===== src/rtl/muldiv_pkg.sv =====
package muldiv_pkg;
  typedef enum logic {
    OP_MUL = 1'b0,
    OP_DIV = 1'b1
  } md_op_e;

  localparam int PSW_W = 8;
  localparam int PSW_N = 7;
  localparam int PSW_V = 6;
  localparam int PSW_H = 3;
  localparam int PSW_Z = 1;
endpackage


===== src/rtl/md_mul_core.sv =====
module md_mul_core #(
  parameter int W = 8
) (
  input  logic           clk_i,
  input  logic           rst_ni,
  input  logic           load_i,
  input  logic           step_i,
  input  logic [W-1:0]   a_i,
  input  logic [W-1:0]   mcand_i,
  output logic [2*W-1:0] prod_nxt_o
);
  logic [2*W-1:0] p_q;
  logic [W:0]     sum;

  // right-shift add: high half accumulates, low half holds remaining multiplier bits
  always_comb begin
    sum        = {1'b0, p_q[2*W-1:W]} + (p_q[0] ? {1'b0, mcand_i} : '0);
    prod_nxt_o = {sum, p_q[W-1:1]};
  end

  always_ff @(posedge clk_i or negedge rst_ni) begin
    if (!rst_ni)     p_q <= '0;
    else if (load_i) p_q <= {{W{1'b0}}, a_i};
    else if (step_i) p_q <= prod_nxt_o;
  end
endmodule


===== src/rtl/md_div_core.sv =====
module md_div_core #(
  parameter int W = 8
) (
  input  logic         clk_i,
  input  logic         rst_ni,
  input  logic         prep_i,
  input  logic         step_i,
  input  logic [W-1:0] y_i,
  input  logic [W-1:0] a_i,
  input  logic [W-1:0] x_i,
  output logic [W-1:0] quo_o,
  output logic [W-1:0] rem_o,
  output logic         ovf_o
);
  localparam int DW = 2 * W;

  logic         ovf_d;
  logic [DW-1:0] num_d;
  logic [W:0]   dvs_d;
  logic [W-1:0] rem_q, quo_q;
  logic [W:0]   low_q, dvs_q;
  logic         ovf_q;
  logic [W:0]   trial;
  logic         ge;
  logic [W-1:0] diff;

  // choose normal or wrap divide; both keep the quotient below 2^(W+1)
  always_comb begin
    ovf_d = {1'b0, y_i} >= {x_i, 1'b0};
    if (ovf_d) begin
      num_d = {y_i, a_i} - {x_i[W-2:0], {(W+1){1'b0}}};
      dvs_d = {1'b1, {W{1'b0}}} - {1'b0, x_i};
    end else begin
      num_d = {y_i, a_i};
      dvs_d = {1'b0, x_i};
    end
  end

  always_comb begin
    trial = {rem_q, low_q[W]};
    ge    = trial >= dvs_q;
    diff  = trial[W-1:0] - dvs_q[W-1:0];
  end

  always_ff @(posedge clk_i or negedge rst_ni) begin
    if (!rst_ni) begin
      rem_q <= '0;
      low_q <= '0;
      dvs_q <= '0;
      quo_q <= '0;
      ovf_q <= 1'b0;
    end else if (prep_i) begin
      rem_q <= {1'b0, num_d[DW-1:W+1]};
      low_q <= num_d[W:0];
      dvs_q <= dvs_d;
      quo_q <= '0;
      ovf_q <= ovf_d;
    end else if (step_i) begin
      rem_q <= ge ? diff : trial[W-1:0];
      low_q <= {low_q[W-1:0], 1'b0};
      quo_q <= {quo_q[W-2:0], ge};
    end
  end

  assign quo_o = quo_q;
  assign rem_o = rem_q;
  assign ovf_o = ovf_q;
endmodule


===== src/rtl/md_flags.sv =====
module md_flags
  import muldiv_pkg::*;
#(
  parameter int W = 8
) (
  input  md_op_e           op_i,
  input  logic [PSW_W-1:0] psw_i,
  input  logic [W-1:0]     y_i,
  input  logic [W-1:0]     x_i,
  input  logic [2*W-1:0]   prod_i,
  input  logic [W-1:0]     quo_i,
  output logic [PSW_W-1:0] psw_o
);
  localparam int HW = W / 2;

  always_comb begin
    psw_o = psw_i;
    if (op_i == OP_MUL) begin
      psw_o[PSW_N] = prod_i[2*W-1];
      psw_o[PSW_Z] = (prod_i == '0);
    end else begin
      psw_o[PSW_V] = (y_i >= x_i);
      psw_o[PSW_H] = (y_i[HW-1:0] >= x_i[HW-1:0]);
      psw_o[PSW_N] = quo_i[W-1];
      psw_o[PSW_Z] = (quo_i == '0);
    end
  end
endmodule


===== src/rtl/muldiv_unit.sv =====
module muldiv_unit
  import muldiv_pkg::*;
#(
  parameter int W = 8
) (
  input  logic             clk_i,
  input  logic             rst_ni,
  input  logic             start_i,
  input  logic             op_i,
  input  logic [W-1:0]     y_i,
  input  logic [W-1:0]     a_i,
  input  logic [W-1:0]     x_i,
  input  logic [PSW_W-1:0] psw_i,
  output logic [W-1:0]     y_o,
  output logic [W-1:0]     a_o,
  output logic [PSW_W-1:0] psw_o,
  output logic             done_o
);
  localparam int MUL_CYC = W;
  localparam int DIV_CYC = W + 3;
  localparam int CW      = $clog2(DIV_CYC + 1);

  logic             busy_q, done_q;
  logic [CW-1:0]    cnt_q;
  md_op_e           op_q;
  logic [W-1:0]     y_q, a_q, x_q;
  logic [PSW_W-1:0] psw_q;

  logic             accept, last, mul_step, div_prep, div_step;
  logic [2*W-1:0]   prod_nxt;
  logic [W-1:0]     quo, rem, a_div, y_div, y_res, a_res;
  logic             ovf;
  logic [PSW_W-1:0] psw_res;

  always_comb begin
    accept   = start_i & ~busy_q;
    last     = busy_q & (cnt_q == ((op_q == OP_DIV) ? CW'(DIV_CYC) : CW'(MUL_CYC)));
    mul_step = busy_q & (op_q == OP_MUL);
    div_prep = busy_q & (op_q == OP_DIV) & (cnt_q == CW'(1));
    div_step = busy_q & (op_q == OP_DIV) & (cnt_q >= CW'(2)) & (cnt_q <= CW'(W + 2));
  end

  md_mul_core #(.W(W)) u_mul (
    .clk_i      (clk_i),
    .rst_ni     (rst_ni),
    .load_i     (accept),
    .step_i     (mul_step),
    .a_i        (a_i),
    .mcand_i    (y_q),
    .prod_nxt_o (prod_nxt)
  );

  md_div_core #(.W(W)) u_div (
    .clk_i  (clk_i),
    .rst_ni (rst_ni),
    .prep_i (div_prep),
    .step_i (div_step),
    .y_i    (y_q),
    .a_i    (a_q),
    .x_i    (x_q),
    .quo_o  (quo),
    .rem_o  (rem),
    .ovf_o  (ovf)
  );

  // wrap path: quotient is counted down from all-ones, remainder offset by X
  always_comb begin
    a_div = ovf ? ~quo : quo;
    y_div = ovf ? (x_q + rem) : rem;
    if (op_q == OP_MUL) begin
      y_res = prod_nxt[2*W-1:W];
      a_res = prod_nxt[W-1:0];
    end else begin
      y_res = y_div;
      a_res = a_div;
    end
  end

  md_flags #(.W(W)) u_flags (
    .op_i   (op_q),
    .psw_i  (psw_q),
    .y_i    (y_q),
    .x_i    (x_q),
    .prod_i (prod_nxt),
    .quo_i  (a_div),
    .psw_o  (psw_res)
  );

  always_ff @(posedge clk_i or negedge rst_ni) begin
    if (!rst_ni) begin
      busy_q <= 1'b0;
      done_q <= 1'b0;
      cnt_q  <= '0;
      op_q   <= OP_MUL;
      y_q    <= '0;
      a_q    <= '0;
      x_q    <= '0;
      psw_q  <= '0;
      y_o    <= '0;
      a_o    <= '0;
      psw_o  <= '0;
    end else begin
      done_q <= 1'b0;
      if (accept) begin
        busy_q <= 1'b1;
        cnt_q  <= CW'(1);
        op_q   <= md_op_e'(op_i);
        y_q    <= y_i;
        a_q    <= a_i;
        x_q    <= x_i;
        psw_q  <= psw_i;
      end else if (busy_q) begin
        cnt_q <= cnt_q + CW'(1);
        if (last) begin
          busy_q <= 1'b0;
          done_q <= 1'b1;
          y_o    <= y_res;
          a_o    <= a_res;
          psw_o  <= psw_res;
        end
      end
    end
  end

  assign done_o = done_q;
endmodule


===== config.mk =====
export PLATFORM = sky130hd
export DESIGN_NAME = muldiv_unit
export DESIGN_NICKNAME = d
export VERILOG_FILES = /design/src/rtl/muldiv_pkg.sv /design/src/rtl/md_mul_core.sv /design/src/rtl/md_div_core.sv /design/src/rtl/md_flags.sv /design/src/rtl/muldiv_unit.sv
export SDC_FILE = /design/constraint.sdc
export NUM_CORES = 1
export LEC_CHECK = 0
export ABC_AREA = 1
export BUFFER_PORTS_ARGS = -buffer_cell sky130_fd_sc_hd__buf_2
export CAP_MARGIN = 20
export CORE_ASPECT_RATIO = 1.4
export CORE_MARGIN = 2
export CORE_UTILIZATION = 60
export CTS_CLUSTER_DIAMETER = 200
export CTS_CLUSTER_SIZE = 25
export DETAILED_ROUTE_END_ITERATION = 7
export PLACE_DENSITY = 0.8
export SLEW_MARGIN = 5
export SYNTH_ARGS = -nofsm -noshare
export SYNTH_HDL_FRONTEND = slang
export SYNTH_SLANG_ARGS = --single-unit

===== constraint.sdc =====
create_clock -name clk_i -period 2.9 [get_ports clk_i]
set_clock_uncertainty 0.1 [all_clocks]
set_input_delay 0.29 -clock clk_i [delete_from_list [all_inputs] [get_ports clk_i]]
set_output_delay 0.29 -clock clk_i [all_outputs]
set_load 0.05 [all_outputs]

==> impl_metrics.tcl, run 1 <==
set metrics [dict create \
    power_frac_clock_pct 12.0 \
    fin_ws_ns 0.400 \
    grt_first_pass_wirelength_mm 28.1 \
    via_per_inst 5.51 \
    drc 0 \
    wl_per_cell_um 15.5 \
    globalRouteOverflowTotal 0 \
    cpMostUsedCell "nand2_1" \
    path_class "register to register" \
    grt_util_all_layers_pct 29.7 \
    pwr-share-seq_pct 28.2 \
    hold_class "primary input to register" \
    synth_cell_types 40 \
    rsz0062_at_grt "no" \
    drt-initial-drc-count 360 \
    die_y_um 130 \
    hold_viol 0 \
    total_power_mw 10.2 \
    cts_tree "yes" \
    cts_root_buf "clkbuf_16" \
    cts_buffer_depth 2 \
    cp_max_fo 19 \
    path_clk_slew_ns 0.08 \
    drive_gt1_share_pct 11.3 \
    die_w_um 94.0 \
    grt_max_degree 49 \
    fmax_mhz 400 \
    required_ns 3.01 \
    cpLargestDelayFamily "simple AND/OR/NAND/NOR gates" \
    h-tree-depth 3 \
    worstPathArrival_ns 2.61 \
    async_flop_share_pct 100 \
    synth_area_per_cell_um2 7.58 \
    cts.sinks 112 \
    dieArea_um2 12200 \
    vias 6085 \
    grt_pass1_vias 5762 \
    internal_power_mw 4.96 \
    cellPowerDensity_nw_per_um2 1360 \
    first_pass_iters 5 \
    cpPeakStageDelay_ns 0.43 \
    row_count 46 \
    fin_cells 1104 \
    synth_seq_cells 112 \
    crit_chain "inv_1 -> ha_1 -> a21oi_2 -> nand2_1 -> nand2_1 -> nand3_4 -> o211ai_1 -> nand3_1" \
    peakVddDrop_v 0.000680 \
    cts_setup_buffers 0 \
    synth_area_um2 6800 \
    start_kind "register" \
    drt-total-wl_mm 17.1 \
    cap_viol_max_count 0 \
    drtAntennaViolNets 0 \
    cp_num_buf_inv 1 \
    synthCells 897 \
    yosysSeqAreaShare_pct 41.2 \
    antenna_cells 0 \
    place_hpwl_mm 13.0 \
    io_buffers 58 \
    synth_flop_cell "dfrtp_1" \
    final_cell_mix "292 x nand2_1, 112 x dfrtp_1, 110 x inv_1, 64 x nor2_1, 57 x buf_2" \
    fill_cells 979 \
    worst_slew_pin_slew_ns 0.740 \
    fin_crit_ns 2.50 \
    critPathSlowestCell "dfrtp_1" \
    power_switching_mw 5.29 \
    syn_nets 980 \
    insertion_delay_ns 0.36 \
    placed_cells 1087 \
    setup_viol 0 \
    tns_ns 0 \
    end_kind "register" \
    cts_resized 0 \
    outcome "finished, final reports clean" \
    leakagePower_nw 4.04 \
    synth_edf_count 0 \
    area_growth_pct 11.1 \
    switching_share_pct 51.6 \
    final_common_cell "nand2_1" \
    nets 1038 \
    ys_warn_count 0 \
    comb_power_share_pct 59.8 \
    io-pin-count 61 \
    slew_violations 0 \
    slew_headroom_pct 50.7 \
    start_util_pct 60.9 \
    postCtsHoldBufs 1 \
    dp_worst_setup_slack_ns 0.455 \
    place_congestion 0.925 \
    numCtsBuffers 9 \
    antenna_found_initial 0 \
    fin_crit_sh_pct 86.2 \
    coreArea_um2 11200 \
]
[power by group through the flow]
stage          registers [mW]  logic, mW  clock network, mW
6_report                 2.89       6.13               1.23
5_1_grt                  2.97       6.97               1.29
4_1_cts                  2.87       6.11               1.23
3_5_place_dp             2.89       6.06                  0
3_3_place_gp             2.87       5.95                  0
2_1_floorplan            3.21       4.26                  0
[final timing paths]
check                                   startpoint                         end  slack [ns]  depth (start not counted)
worst min-delay path                      psw_i[0]        psw_q[0]$_DFFE_PN0P_        0.02                          3
worst max-delay path            x_q[3]$_DFFE_PN0P_  u_div.rem_o[5]$_DFFE_PN0P_        0.40                          8
min in group asynchronous                   rst_ni  u_div.rem_o[7]$_DFFE_PN0P_        0.41                          2
worst min register to register  a_o[4]$_DFFE_PN0P_          a_o[4]$_DFFE_PN0P_        0.38                          2
max in group asynchronous                   rst_ni  u_div.rem_o[0]$_DFFE_PN0P_        1.59                          3
worst max register to register  x_q[3]$_DFFE_PN0P_  u_div.rem_o[5]$_DFFE_PN0P_        0.40                          8
[cell type report]
class,count,area [um^2],share of cell area [%]
clock inverter,6,57.6,0.761
sequential,112,2800,37.1
inverter,117,439,5.81
multi-input combinational,642,3430,45.4
tap,144,180,2.38
clock buffer,10,229,3.03
timing repair buffer,73,420,5.56
[cells by family (layout without fill, tap and decap cells)]
group / Yosys count / count (layout) / share of synthesized area [%]
adder cells (fa/ha/maj): 47 / 47 / 9.09
flip-flops: 112 / 112 / 41.2
buffers and inverters: 143 / 206 / 8.39
AND/OR/NAND/NOR: 438 / 438 / 26.5
multiplexers: 1 / 1 / 0.147
XOR/XNOR: 21 / 21 / 2.70
AO/OA/AOI/OAI: 135 / 135 / 12.0
[metal layers]
metal / vias up / routed length, um / GRT usage [%]
met5: - / 0 / 0
li1: 3017 / - / -
met3: 49 / 782 / 3.58
met4: 0 / 676 / 13.4
met1: 2851 / 7000 / 36.9
met2: 168 / 8650 / 51.6
[flip-flops by register name (all words and copies together), names as in the netlist, 4 cells and up]
signal       count
u_mul.p_q       16
u_div.low_q      9
u_div.quo_o      8
a_o              8
y_o              8
u_div.rem_o      8
psw_q            6
x_q              8
a_q              8
y_q              8
cnt_q            4
u_div.dvs_q      9
psw_o            8
[through the flow]
stage	hold slack [ns]	cell area (um^2)	utilization (%)
3_5_place_dp	0.264	7260	65.0
2_1_floorplan	-0.106	6800	-
5_1_grt	0.0319	7560	67.7
6_report	0.0186	7560	67.7
3_3_place_gp	0.262	7260	65.0
4_1_cts	0.0192	7560	67.7
[Yosys cell counts (10+ instances only)]
library cell	instances	share of area [%]
xor2_1	10	1.3
o21ai_0	52	3.8
ha_1	43	7.9
nand4_1	18	1.7
nand2_1	292	16
xnor2_1	11	1.4
inv_1	110	6.1
dfrtp_1	112	41
nand3_1	51	3.8
a21oi_1	30	2.2
buf_2	12	0.88
nor2_1	64	3.5
clkbuf_1	11	0.61
[tightest hold or removal path, delay by kind of cell]
family / cells / cell delay [ns]
simple gates: 2 / 0.08
buf+inv: 1 / 0.07
Note: power is estimated with default switching activity, not from simulation.
==> inputs of run 2 (changes only) <==
BUFFER_PORTS_ARGS = -buffer_cell sky130_fd_sc_hd__buf_4   (was -buffer_cell sky130_fd_sc_hd__buf_2)
==> impl_metrics.tcl, run 2 (synthesized netlist as in run 1, its figures left out) <==
set metrics [dict create \
    die_y_um 130 \
    cts.sinks 112 \
    area_growth_pct 12.9 \
    grt_util_met1_pct 37.3 \
    start_util_pct 60.9 \
    start_kind "register" \
    nets 1034 \
    drive_gt1_share_pct 11.0 \
    peakVddDrop_v 0.000648 \
    rsz0062_at_grt "no" \
    leakagePower_nw 4.06 \
    antenna_cells 0 \
    setup_viol 0 \
    wl_per_cell_um 15.8 \
    place_congestion 0.911 \
    path_class "register to register" \
    coreArea_um2 11200 \
    end_kind "register" \
    tns_ns 0 \
    first_pass_iters 5 \
    total_power_mw 10.4 \
    grt_first_pass_wirelength_mm 28.7 \
    outcome "finished, final reports clean" \
    largest_reg_flops 16 \
    worstPathArrival_ns 2.62 \
    drt-initial-drc-count 393 \
    io-pin-count 61 \
    numCtsBuffers 9 \
    largest-register "u_mul.p_q" \
    fin_crit_ns 2.50 \
    cellPowerDensity_nw_per_um2 1360 \
    grt_util_all_layers_pct 30.3 \
    fin_crit_sh_pct 86.3 \
    drc 0 \
    antenna_found_initial 0 \
    grt_pass1_vias 6019 \
    cp_max_fo 19 \
    utilization_pct 68.8 \
    hold_viol 0 \
    gr-usage-met2_pct 52.6 \
    die_w_um 94.0 \
    h-tree-depth 3 \
    cts_tree "yes" \
    io_buffers 58 \
    required_ns 3.02 \
    cts_root_buf "clkbuf_16" \
    via_per_inst 5.58 \
    worst_slew_pin_slew_ns 0.762 \
    final_common_cell "nand2_1" \
    dieArea_um2 12200 \
    insertion_delay_ns 0.36 \
    final_cell_mix "292 x nand2_1, 112 x dfrtp_1, 110 x inv_1, 67 x buf_4, 64 x nor2_1" \
    cts_buffer_depth 2 \
    row_count 46 \
    grt_max_degree 63 \
    postLayoutCellArea_um2 7680 \
    path_clk_slew_ns 0.08 \
    cap_viol_max_count 0 \
    top_regs "u_mul.p_q (16), u_div.dvs_q (9), u_div.low_q (9)" \
    place_hpwl_mm 13.1 \
    placed_area_um2 7370 \
    slew_headroom_pct 49.2 \
    globalRouteOverflowTotal 0 \
    slew_violations 0 \
    cts_setup_buffers 0 \
    hold_class "primary input to register" \
    vias 6138 \
    top_usage_layer "met2" \
    drtAntennaViolNets 0 \
    fmax_mhz 400 \
    drt-total-wl_mm 17.4 \
    use_met3_pct 3.46 \
]
run 2: cell count changes in the layout (fill, tap and decap cells not counted), sizes merged:
cell,change
buf,-4
run 2: layout make-up:
cell class | count | area [um^2]
Inverter | 117 | 439
Multi-Input combinational cell | 642 | 3430
Tap cell | 144 | 180
Fill cell | 988 | 3480
Timing Repair Buffer | 69 | 533
Clock inverter | 6 | 57.6
Clock buffer | 10 | 239
Sequential cell | 112 | 2800
run 2: path summary, 6_finish.rpt:
check,slack (ns),endpoint,cells after the start,start
max,0.40,u_div.dvs_q[3]$_DFFE_PN0P_,12,y_q[1]$_DFFE_PN0P_
min,0.01,psw_q[5]$_DFFE_PN0P_,3,psw_i[5]
max reg2reg,0.40,u_div.dvs_q[3]$_DFFE_PN0P_,12,y_q[1]$_DFFE_PN0P_
min reg2reg,0.38,psw_o[0]$_DFFE_PN0P_,2,psw_q[0]$_DFFE_PN0P_
max in group asynchronous,1.51,u_mul.p_q[0]$_DFFE_PN0P_,3,rst_ni
min in group asynchronous,0.41,a_q[2]$_DFFE_PN0P_,2,rst_ni
run 2: timing repair:
action	in CTS	in global routing
hold buffers	1	0
gates resized for setup	0	0
endpoints found under the hold margin	50	0
run 2: worst max-delay path, cell delays in order (launching register included):
cell and delay [ns]:
dfrtp_1 0.40, inv_1 0.10, ha_1 0.22, fa_1 0.40, inv_1 0.09, nand3_1 0.09
nand2_1 0.10, nand2_1 0.18, nand3_4 0.26, nand2_1 0.10, xor2_1 0.17, nand2_1 0.07
o21ai_0 0.08
run 2: power breakdown:
part	switching, mW	internal (mW)	leakage [nW]
clock network	0.637	0.630	0.147
registers	0.651	2.26	1.41
logic	4.07	2.18	2.51
total	5.36	5.07	4.06
run 2: metal layers:
layer / vias up / wire [um] / part of all wire (%)
li1: 3012 / - / -
met1: 2898 / 7120 / 41
met2: 178 / 8940 / 51
met3: 50 / 661 / 3.8
met4: 0 / 700 / 4.0
met5: - / 0 / 0
run 2: stage by stage:
step,hold WS [ns],setup WS (ns),instances
CTS,0.0193,0.422,1100
global placement,0.273,0.486,1083
finish,0.0136,0.397,1100
global route,0.0277,0.204,1100
detailed placement,0.275,0.435,1083
floorplan,-0.106,0.800,897
